<file path="src/rtl/segbuf_pkg.sv">
package segbuf_pkg;
  // Segment identity, derived from the upper pointer bits.
  typedef enum logic [1:0] {
    SEG_RX   = 2'd0,
    SEG_TX   = 2'd1,
    SEG_CMD  = 2'd2,
    SEG_NONE = 2'd3
  } seg_e;
endpackage

</file>
<file path="src/rtl/segbuf_decode.sv">
module segbuf_decode
  import segbuf_pkg::*;
#(
  parameter int ADDR_W  = 6,
  parameter int OFS_W   = 4,
  parameter bit IS_HOST = 1'b1
) (
  input  logic [ADDR_W-1:0] addr,
  input  logic              is_write,
  output logic              allowed,
  output logic              is_cmd
);
  localparam int SEL_W = ADDR_W - OFS_W;

  logic [SEL_W-1:0] sel;
  seg_e             seg;

  assign sel = addr[ADDR_W-1:OFS_W];

  always_comb begin
    case (int'(sel))
      0:       seg = SEG_RX;
      1:       seg = SEG_TX;
      2:       seg = SEG_CMD;
      default: seg = SEG_NONE;
    endcase
  end

  assign is_cmd = (seg == SEG_CMD);

  // Direction rules differ by port; pick the variant at elaboration.
  generate
    if (IS_HOST) begin : g_host
      assign allowed = is_write ? (seg == SEG_TX || seg == SEG_CMD)
                                : (seg == SEG_RX);
    end else begin : g_eng
      assign allowed = is_write ? (seg == SEG_RX) : (seg != SEG_NONE);
    end
  endgenerate
endmodule

</file>
<file path="src/rtl/segbuf_store.sv">
module segbuf_store #(
  parameter int DATA_W = 16,
  parameter int WORDS  = 48,
  parameter int ADDR_W = 6
) (
  input  logic              clk,
  input  logic              en,
  input  logic              we,
  input  logic [ADDR_W-1:0] addr,
  input  logic [DATA_W-1:0] wdata,
  output logic [DATA_W-1:0] rdata
);
  // Contents are left undefined by reset on purpose.
  logic [DATA_W-1:0] mem [WORDS];

  always_ff @(posedge clk) begin
    if (en) begin
      if (we) mem[addr] <= wdata;
      else    rdata     <= mem[addr];
    end
  end
endmodule

</file>
<file path="src/rtl/seg_buffer_ram.sv">
module seg_buffer_ram #(
  parameter int DATA_W    = 16,
  parameter int SEG_DEPTH = 16,
  parameter int CMD_W     = 8
) (
  input  logic        clk,
  input  logic        rst_n,
  input  logic        hst_addr_load,
  input  logic [5:0]  hst_addr_value,
  output logic [5:0]  hst_addr,
  input  logic        hst_req_valid,
  output logic        hst_req_ready,
  input  logic        hst_req_write,
  input  logic [15:0] hst_req_wdata,
  output logic        hst_rsp_valid,
  output logic [15:0] hst_rsp_rdata,
  output logic        hst_acc_err,
  input  logic        hst_err_clear,
  input  logic        eng_valid,
  input  logic        eng_write,
  input  logic [5:0]  eng_addr,
  input  logic [15:0] eng_wdata,
  output logic        eng_rsp_valid,
  output logic [15:0] eng_rsp_rdata
);
  localparam int NUM_SEG = 3;
  localparam int WORDS   = NUM_SEG * SEG_DEPTH;
  localparam int ADDR_W  = $clog2(WORDS);
  localparam int OFS_W   = $clog2(SEG_DEPTH);
  localparam logic [DATA_W-1:0] CMD_MASK = {{(DATA_W-CMD_W){1'b0}}, {CMD_W{1'b1}}};

  logic [ADDR_W-1:0] addr_q;
  logic              host_acc, h_ok, h_is_cmd, e_ok, e_is_cmd;
  logic              m_en, m_we;
  logic [ADDR_W-1:0] m_addr;
  logic [DATA_W-1:0] m_wdata, st_rdata;
  logic              h_rsp_v, h_rsp_zero, e_rsp_v, e_rsp_zero, err_q;

  // Engine owns the shared port whenever it asks.
  assign hst_req_ready = !eng_valid;
  assign host_acc      = hst_req_valid && hst_req_ready;

  segbuf_decode #(.ADDR_W(ADDR_W), .OFS_W(OFS_W), .IS_HOST(1'b1)) u_hdec (
    .addr(addr_q), .is_write(hst_req_write), .allowed(h_ok), .is_cmd(h_is_cmd)
  );

  segbuf_decode #(.ADDR_W(ADDR_W), .OFS_W(OFS_W), .IS_HOST(1'b0)) u_edec (
    .addr(eng_addr), .is_write(eng_write), .allowed(e_ok), .is_cmd(e_is_cmd)
  );

  always_comb begin
    if (eng_valid) begin
      m_en    = e_ok;
      m_we    = eng_write;
      m_addr  = eng_addr;
      m_wdata = eng_wdata;
    end else begin
      m_en    = host_acc && h_ok;
      m_we    = hst_req_write;
      m_addr  = addr_q;
      m_wdata = h_is_cmd ? (hst_req_wdata & CMD_MASK) : hst_req_wdata;
    end
  end

  segbuf_store #(.DATA_W(DATA_W), .WORDS(WORDS), .ADDR_W(ADDR_W)) u_store (
    .clk(clk), .en(m_en), .we(m_we), .addr(m_addr), .wdata(m_wdata), .rdata(st_rdata)
  );

  always_ff @(posedge clk) begin
    if (!rst_n) begin
      addr_q     <= '0;
      err_q      <= 1'b0;
      h_rsp_v    <= 1'b0;
      h_rsp_zero <= 1'b0;
      e_rsp_v    <= 1'b0;
      e_rsp_zero <= 1'b0;
    end else begin
      if (hst_addr_load)  addr_q <= hst_addr_value;
      else if (host_acc)  addr_q <= addr_q + 1'b1;

      if (host_acc && !h_ok) err_q <= 1'b1;
      else if (hst_err_clear) err_q <= 1'b0;

      h_rsp_v    <= host_acc && !hst_req_write;
      h_rsp_zero <= !h_ok;
      e_rsp_v    <= eng_valid && !eng_write;
      e_rsp_zero <= !e_ok;
    end
  end

  assign hst_addr      = addr_q;
  assign hst_acc_err   = err_q;
  assign hst_rsp_valid = h_rsp_v;
  assign hst_rsp_rdata = h_rsp_zero ? '0 : st_rdata;
  assign eng_rsp_valid = e_rsp_v;
  assign eng_rsp_rdata = e_rsp_zero ? '0 : st_rdata;

  // accepted access without a load steps the pointer by one
  a_r4_addr_step: assert property (@(posedge clk) disable iff (!rst_n)
    (hst_req_valid && hst_req_ready && !hst_addr_load) |=> hst_addr == $past(hst_addr) + 1'b1);

  // a stalled request leaves the pointer alone
  a_r8_stall_holds_addr: assert property (@(posedge clk) disable iff (!rst_n)
    (eng_valid && hst_req_valid && !hst_addr_load) |=> $stable(hst_addr));

  // a host response only follows an accepted read
  a_r3_rsp_after_read: assert property (@(posedge clk) disable iff (!rst_n)
    hst_rsp_valid |-> $past(hst_req_valid && hst_req_ready && !hst_req_write));

  // a denied read answers with zero
  a_r6_denied_read_zero: assert property (@(posedge clk) disable iff (!rst_n)
    (host_acc && !hst_req_write && !h_ok) |=> (hst_rsp_valid && hst_rsp_rdata == '0));

  // a denied write raises the flag
  a_r5_denied_write_flag: assert property (@(posedge clk) disable iff (!rst_n)
    (host_acc && hst_req_write && !h_ok) |=> hst_acc_err);

  // the flag holds without a clear
  a_r7_err_sticky: assert property (@(posedge clk) disable iff (!rst_n)
    (hst_acc_err && !hst_err_clear) |=> hst_acc_err);

  // command words come back with a clear upper byte
  a_r9_cmd_upper_zero: assert property (@(posedge clk) disable iff (!rst_n)
    (eng_valid && !eng_write && e_is_cmd) |=> eng_rsp_rdata[DATA_W-1:CMD_W] == '0);
endmodule

</file>
<file path="config.mk">
export PLATFORM = sky130hd
export DESIGN_NAME = seg_buffer_ram
export DESIGN_NICKNAME = d
export VERILOG_FILES = /design/src/rtl/segbuf_pkg.sv /design/src/rtl/segbuf_decode.sv /design/src/rtl/segbuf_store.sv /design/src/rtl/seg_buffer_ram.sv
export SDC_FILE = /design/constraint.sdc
export NUM_CORES = 1
export LEC_CHECK = 0
export BUFFER_PORTS_ARGS = -buffer_cell sky130_fd_sc_hd__buf_2
export CELL_PAD_IN_SITES_DETAIL_PLACEMENT = 2
export CELL_PAD_IN_SITES_GLOBAL_PLACEMENT = 2
export CORE_ASPECT_RATIO = 0.75
export CORE_MARGIN = 2
export CORE_UTILIZATION = 25
export DETAILED_ROUTE_END_ITERATION = 6
export PLACE_DENSITY = 0.45
export REMOVE_ABC_BUFFERS = 1
export SYNTH_ARGS = -nofsm -noshare
export SYNTH_HDL_FRONTEND = slang
export SYNTH_SLANG_ARGS = --single-unit
</file>
<file path="constraint.sdc">
create_clock -name clk -period 4.2 [get_ports clk]
set_input_delay 0.21 -clock clk [delete_from_list [all_inputs] [get_ports clk]]
set_output_delay 0.21 -clock clk [all_outputs]
set_load 0.05 [all_outputs]
</file>
==> metrics.md <==
| Metric | Value |
|---|---|
| Status | `finished, violations left` |
| Failing checks | `design-rule violations` |
| Fin crit period | `3.95 ns` |
| Worst slew margin | `0.203` |
| CP Launch Point | `hst_addr[0]` |
| Cell count after placement | `3815` |
| Synthesized cell area | `31800 µm²` |
| Flop-to-flop setup slack | `0.25 ns` |
| Fraction of registers with async set/reset | `0` |
| Clock Latency Late Sink | `0.69 ns` |
| Placed cell areas | `35600 µm²` |
| CP top delay family | `compound AO/OA/AOI/OAI gates` |
| Htree depth | `3` |
| First-pass GRT wire length | `189 mm` |
| Clock sinks | `795` |
| Final period utilization | `0.941` |
| Cells along the critical path | `nor3_1, buf_4, or2_4, buf_4, a221oi_1, o21ai_0, a221oi_1, o2111ai_1` |
| Final setup viols | `0` |
| Die height | `313 µm` |
| Antenna violations before repair | `13` |
| DP HPWL | `90.9 mm` |
| Worst Clk Skew | `0.0299 ns` |
| CTS Buffer Depth | `3` |
| Leak | `12.6 nW` |
| Slack of the critical path | `0.249 ns` |
| Part of the Yosys area used for sequential elements | `0.748` |
| Fmax | `0.253 GHz` |
| Max-slew violation count | `0` |
| Worst path bufs/invs | `2` |
| Finished Cell Area | `38700 µm²` |
| Final GP Congestion | `0.807` |
| Root Buffer | `clkbuf_16` |
| CTS clk-pin slew, worst paths | `0.06 ns` |
| Synth Flop Type | `edfxtp_1` |
| DR vias/cell | `5.26` |
| Grt ovf | `0` |
| Crit-path max FO | `31` |
| Worst-margin pin slew | `1.19 ns` |
| Critical Path End Type | `flip-flop` |
| Largest net degree at the start of global routing | `49` |
| Number of enable flip-flop cells after synthesis | `784` |
| Vias in the first global route | `22171` |
| Slowest cell on crit path | `a221oi_1` |
| PortBufs | `93` |
| CP peak stage delay | `0.93 ns` |
| Row count | `113` |
| Reg2reg start | `hst_addr[0]` |
| Layer with the highest usage | `met1` |
| Antenna Nets Post-Route | `0` |
| Hold crit path type | `input port to flip-flop` |
| Max Cap Viol | `0` |
| IO Pins | `94` |
| DR vias | `21127` |
| Pre-CTS WS | `0.0673 ns` |
| Avg Cell Area, Syn | `16.0 µm²` |
| Detailed Routing Iterations Pass 1 | `7` |
| Max VDD drop | `269 µV` |
| Path type of the worst setup path | `flip-flop to flip-flop` |
| Worst setup SP type | `flip-flop` |
| Crit path required time | `4.55 ns` |
| Synth warn | `0` |
| Drt drc | `4` |
| Cells after Synth | `1989` |
| Die width | `416 µm` |
| Hold Crit Start | `hst_req_valid` |
| Initial Util | `0.251` |
| GR Layer Usage met2 | `0.313` |
| Utilization after layout | `0.306` |
| GRT Total Usage | `0.209` |
| Die Area | `130000 µm²` |
| Fin nets | `2328` |
| Non-Filler Instances | `4016` |
| Layout cells sized above 1 | `0.230` |
| Worst EP arrival | `4.30 ns` |
| Pwr Density | `478 nW/µm²` |
| Clock buffer count from CTS | `89` |
| CTS tree | `done` |
| Iteration-0 DRC count of the detailed router | `2062` |
| Yosys reg bits | `795` |
| Routed len/inst | `34.3 µm` |
| M3 GR Usage | `0.0352` |
| Area grow syn2layout | `21.7%` |
| Distinct cells, synth | `75` |
| GR met1 Demand/Resource | `0.314` |
| RSZ-0062 raised after global routing | `no` |
| Fin. Hold Viols | `0` |
| Drt total wl | `138 mm` |
| TNS Setup | `0 ns` |
| Core area | `126000 µm²` |
-- cells in the mapped netlist (5+ instances only) --
master,number,area share
o2111ai_1,10,0.0028
a32oi_1,5,0.0014
edfxtp_1,784,0.74
mux2_2,38,0.013
nand2b_1,6,0.0012
dfxtp_1,11,0.0069
nor3b_1,7,0.0017
o221a_2,5,0.0018
nor3_1,7,0.0011
a221oi_1,78,0.021
a31oi_1,5,0.00098
and3_1,10,0.0020
nand3_1,23,0.0036
inv_1,6,0.00071
a22o_1,14,0.0039
a22oi_1,114,0.027
a21oi_1,75,0.012
nor2_1,92,0.011
a21boi_0,7,0.0017
nand2_1,110,0.013
a211oi_1,5,0.0012
a221oi_2,5,0.0024
a221o_1,18,0.0057
o211ai_1,8,0.0019
o31ai_1,8,0.0019
buf_4,14,0.0033
mux2i_1,79,0.025
and2_1,12,0.0024
and3b_1,6,0.0017
o221ai_1,9,0.0025
o2bb2ai_1,7,0.0019
buf_2,54,0.0085
o21ai_0,73,0.011
o22ai_1,51,0.010
clkbuf_1,51,0.0060
a222oi_1,29,0.0091
nor2b_1,42,0.0083
a21o_1,20,0.0047
or2_1,5,0.00098
o22a_1,12,0.0033
buf_1,11,0.0013
nand4_1,6,0.0012
buf_6,6,0.0021
-- through the flow --
| stage | power (mW) | hold slack, ns |
|---|---|---|
| after floorplan | 9.91 | 0.286 |
| after global placement | 11.0 | 0.494 |
| after detailed placement | 11.0 | 0.488 |
| after CTS | 18.7 | 0.108 |
| after global routing | 19.0 | 0.147 |
| final | 18.5 | 0.146 |
-- report_power, final --
part           leakage, nW  internal (mW)  total, mW  switching [mW]
clock network         1.34           4.26       7.60            3.34
logic                 4.10          0.554       2.00            1.45
registers             7.16           8.83       8.87          0.0388
-- worst register-to-register path: stages, from the launching register on --
cell and delay (ns):
dfxtp_1 0.77, nor3_1 0.14, buf_4 0.20, or2_4 0.47, buf_4 0.32, a221oi_1 0.22, o21ai_0 0.23, a221oi_1 0.93
o2111ai_1 0.35
-- cells by family (layout without fill, tap and decap cells) --
family,count (synthesis),in the layout,synth area share
compound gates,585,585,0.137
xor+xnor,5,5,0.00138
buf+inv,142,498,0.0220
mux,120,120,0.0402
simple gates,339,339,0.0510
flops,795,795,0.748
fa+ha+maj,3,3,0.00118
other cells,0,4,0
-- per-layer routing --
layer,vias to the layer above,share of wire
met1,11543,0.48
met4,0,0.023
met5,-,0
li1,8707,-
met2,727,0.43
met3,150,0.059
-- flip-flops by register name, summed over array words and instances, names as in the netlist --
| name | flops |
|---|---|
| hst_rsp_valid | 1 |
| h_rsp_zero | 1 |
| u_store.mem | 768 |
| eng_rsp_valid | 1 |
| hst_addr | 6 |
| e_rsp_zero | 1 |
| u_store.rdata | 16 |
| hst_acc_err | 1 |
-- placed cells by master, fill, tap and decap left out, types with 8 or more instances in the layout --
cell type	instances
nand3_1	23
nor2b_1	42
o2111ai_1	10
edfxtp_1	784
a221o_1	18
a221oi_1	77
o221ai_1	9
o21ai_0	68
buf_12	12
nand2_1	110
clkbuf_16	89
o211ai_1	8
a22oi_1	114
mux2_2	36
a21o_1	20
a222oi_1	29
dlygate4sd3_1	34
clkbuf_1	18
clkinv_2	15
a21oi_1	75
dfxtp_1	11
o22a_1	12
nor2_2	50
clkinv_1	27
o22ai_1	51
and3_1	10
buf_2	92
nor2_1	42
mux2i_1	76
and2_1	12
buf_4	191
-- layout make-up --
class / count / area, µm²
Inverter: 6 / 22.5
Tap cell: 1667 / 2090
Antenna cell: 4 / 10.0
Clock inverter: 56 / 442
Sequential cell: 795 / 23800
Timing Repair Buffer: 329 / 2470
Multi-Input combinational cell: 1052 / 7570
Clock buffer: 107 / 2290
Fill cell: 13021 / 87700
-- path summary, 6_finish.rpt --
kind / endpoint / cells after the start
setup reg to reg: u_store.rdata[3] / 8
hold / removal: hst_rsp_valid / 4
hold reg to reg: u_store.rdata[11] / 4
setup / recovery: u_store.rdata[3] / 8
-- timing repair --
item,4_1_cts,5_1_grt
buffers inserted,0,0
gates resized for setup,0,1
hold buffers,34,0
endpoints found under the setup margin,0,1
hold endpoints to repair,11,0
Note: power is estimated with default switching activity, not from simulation.
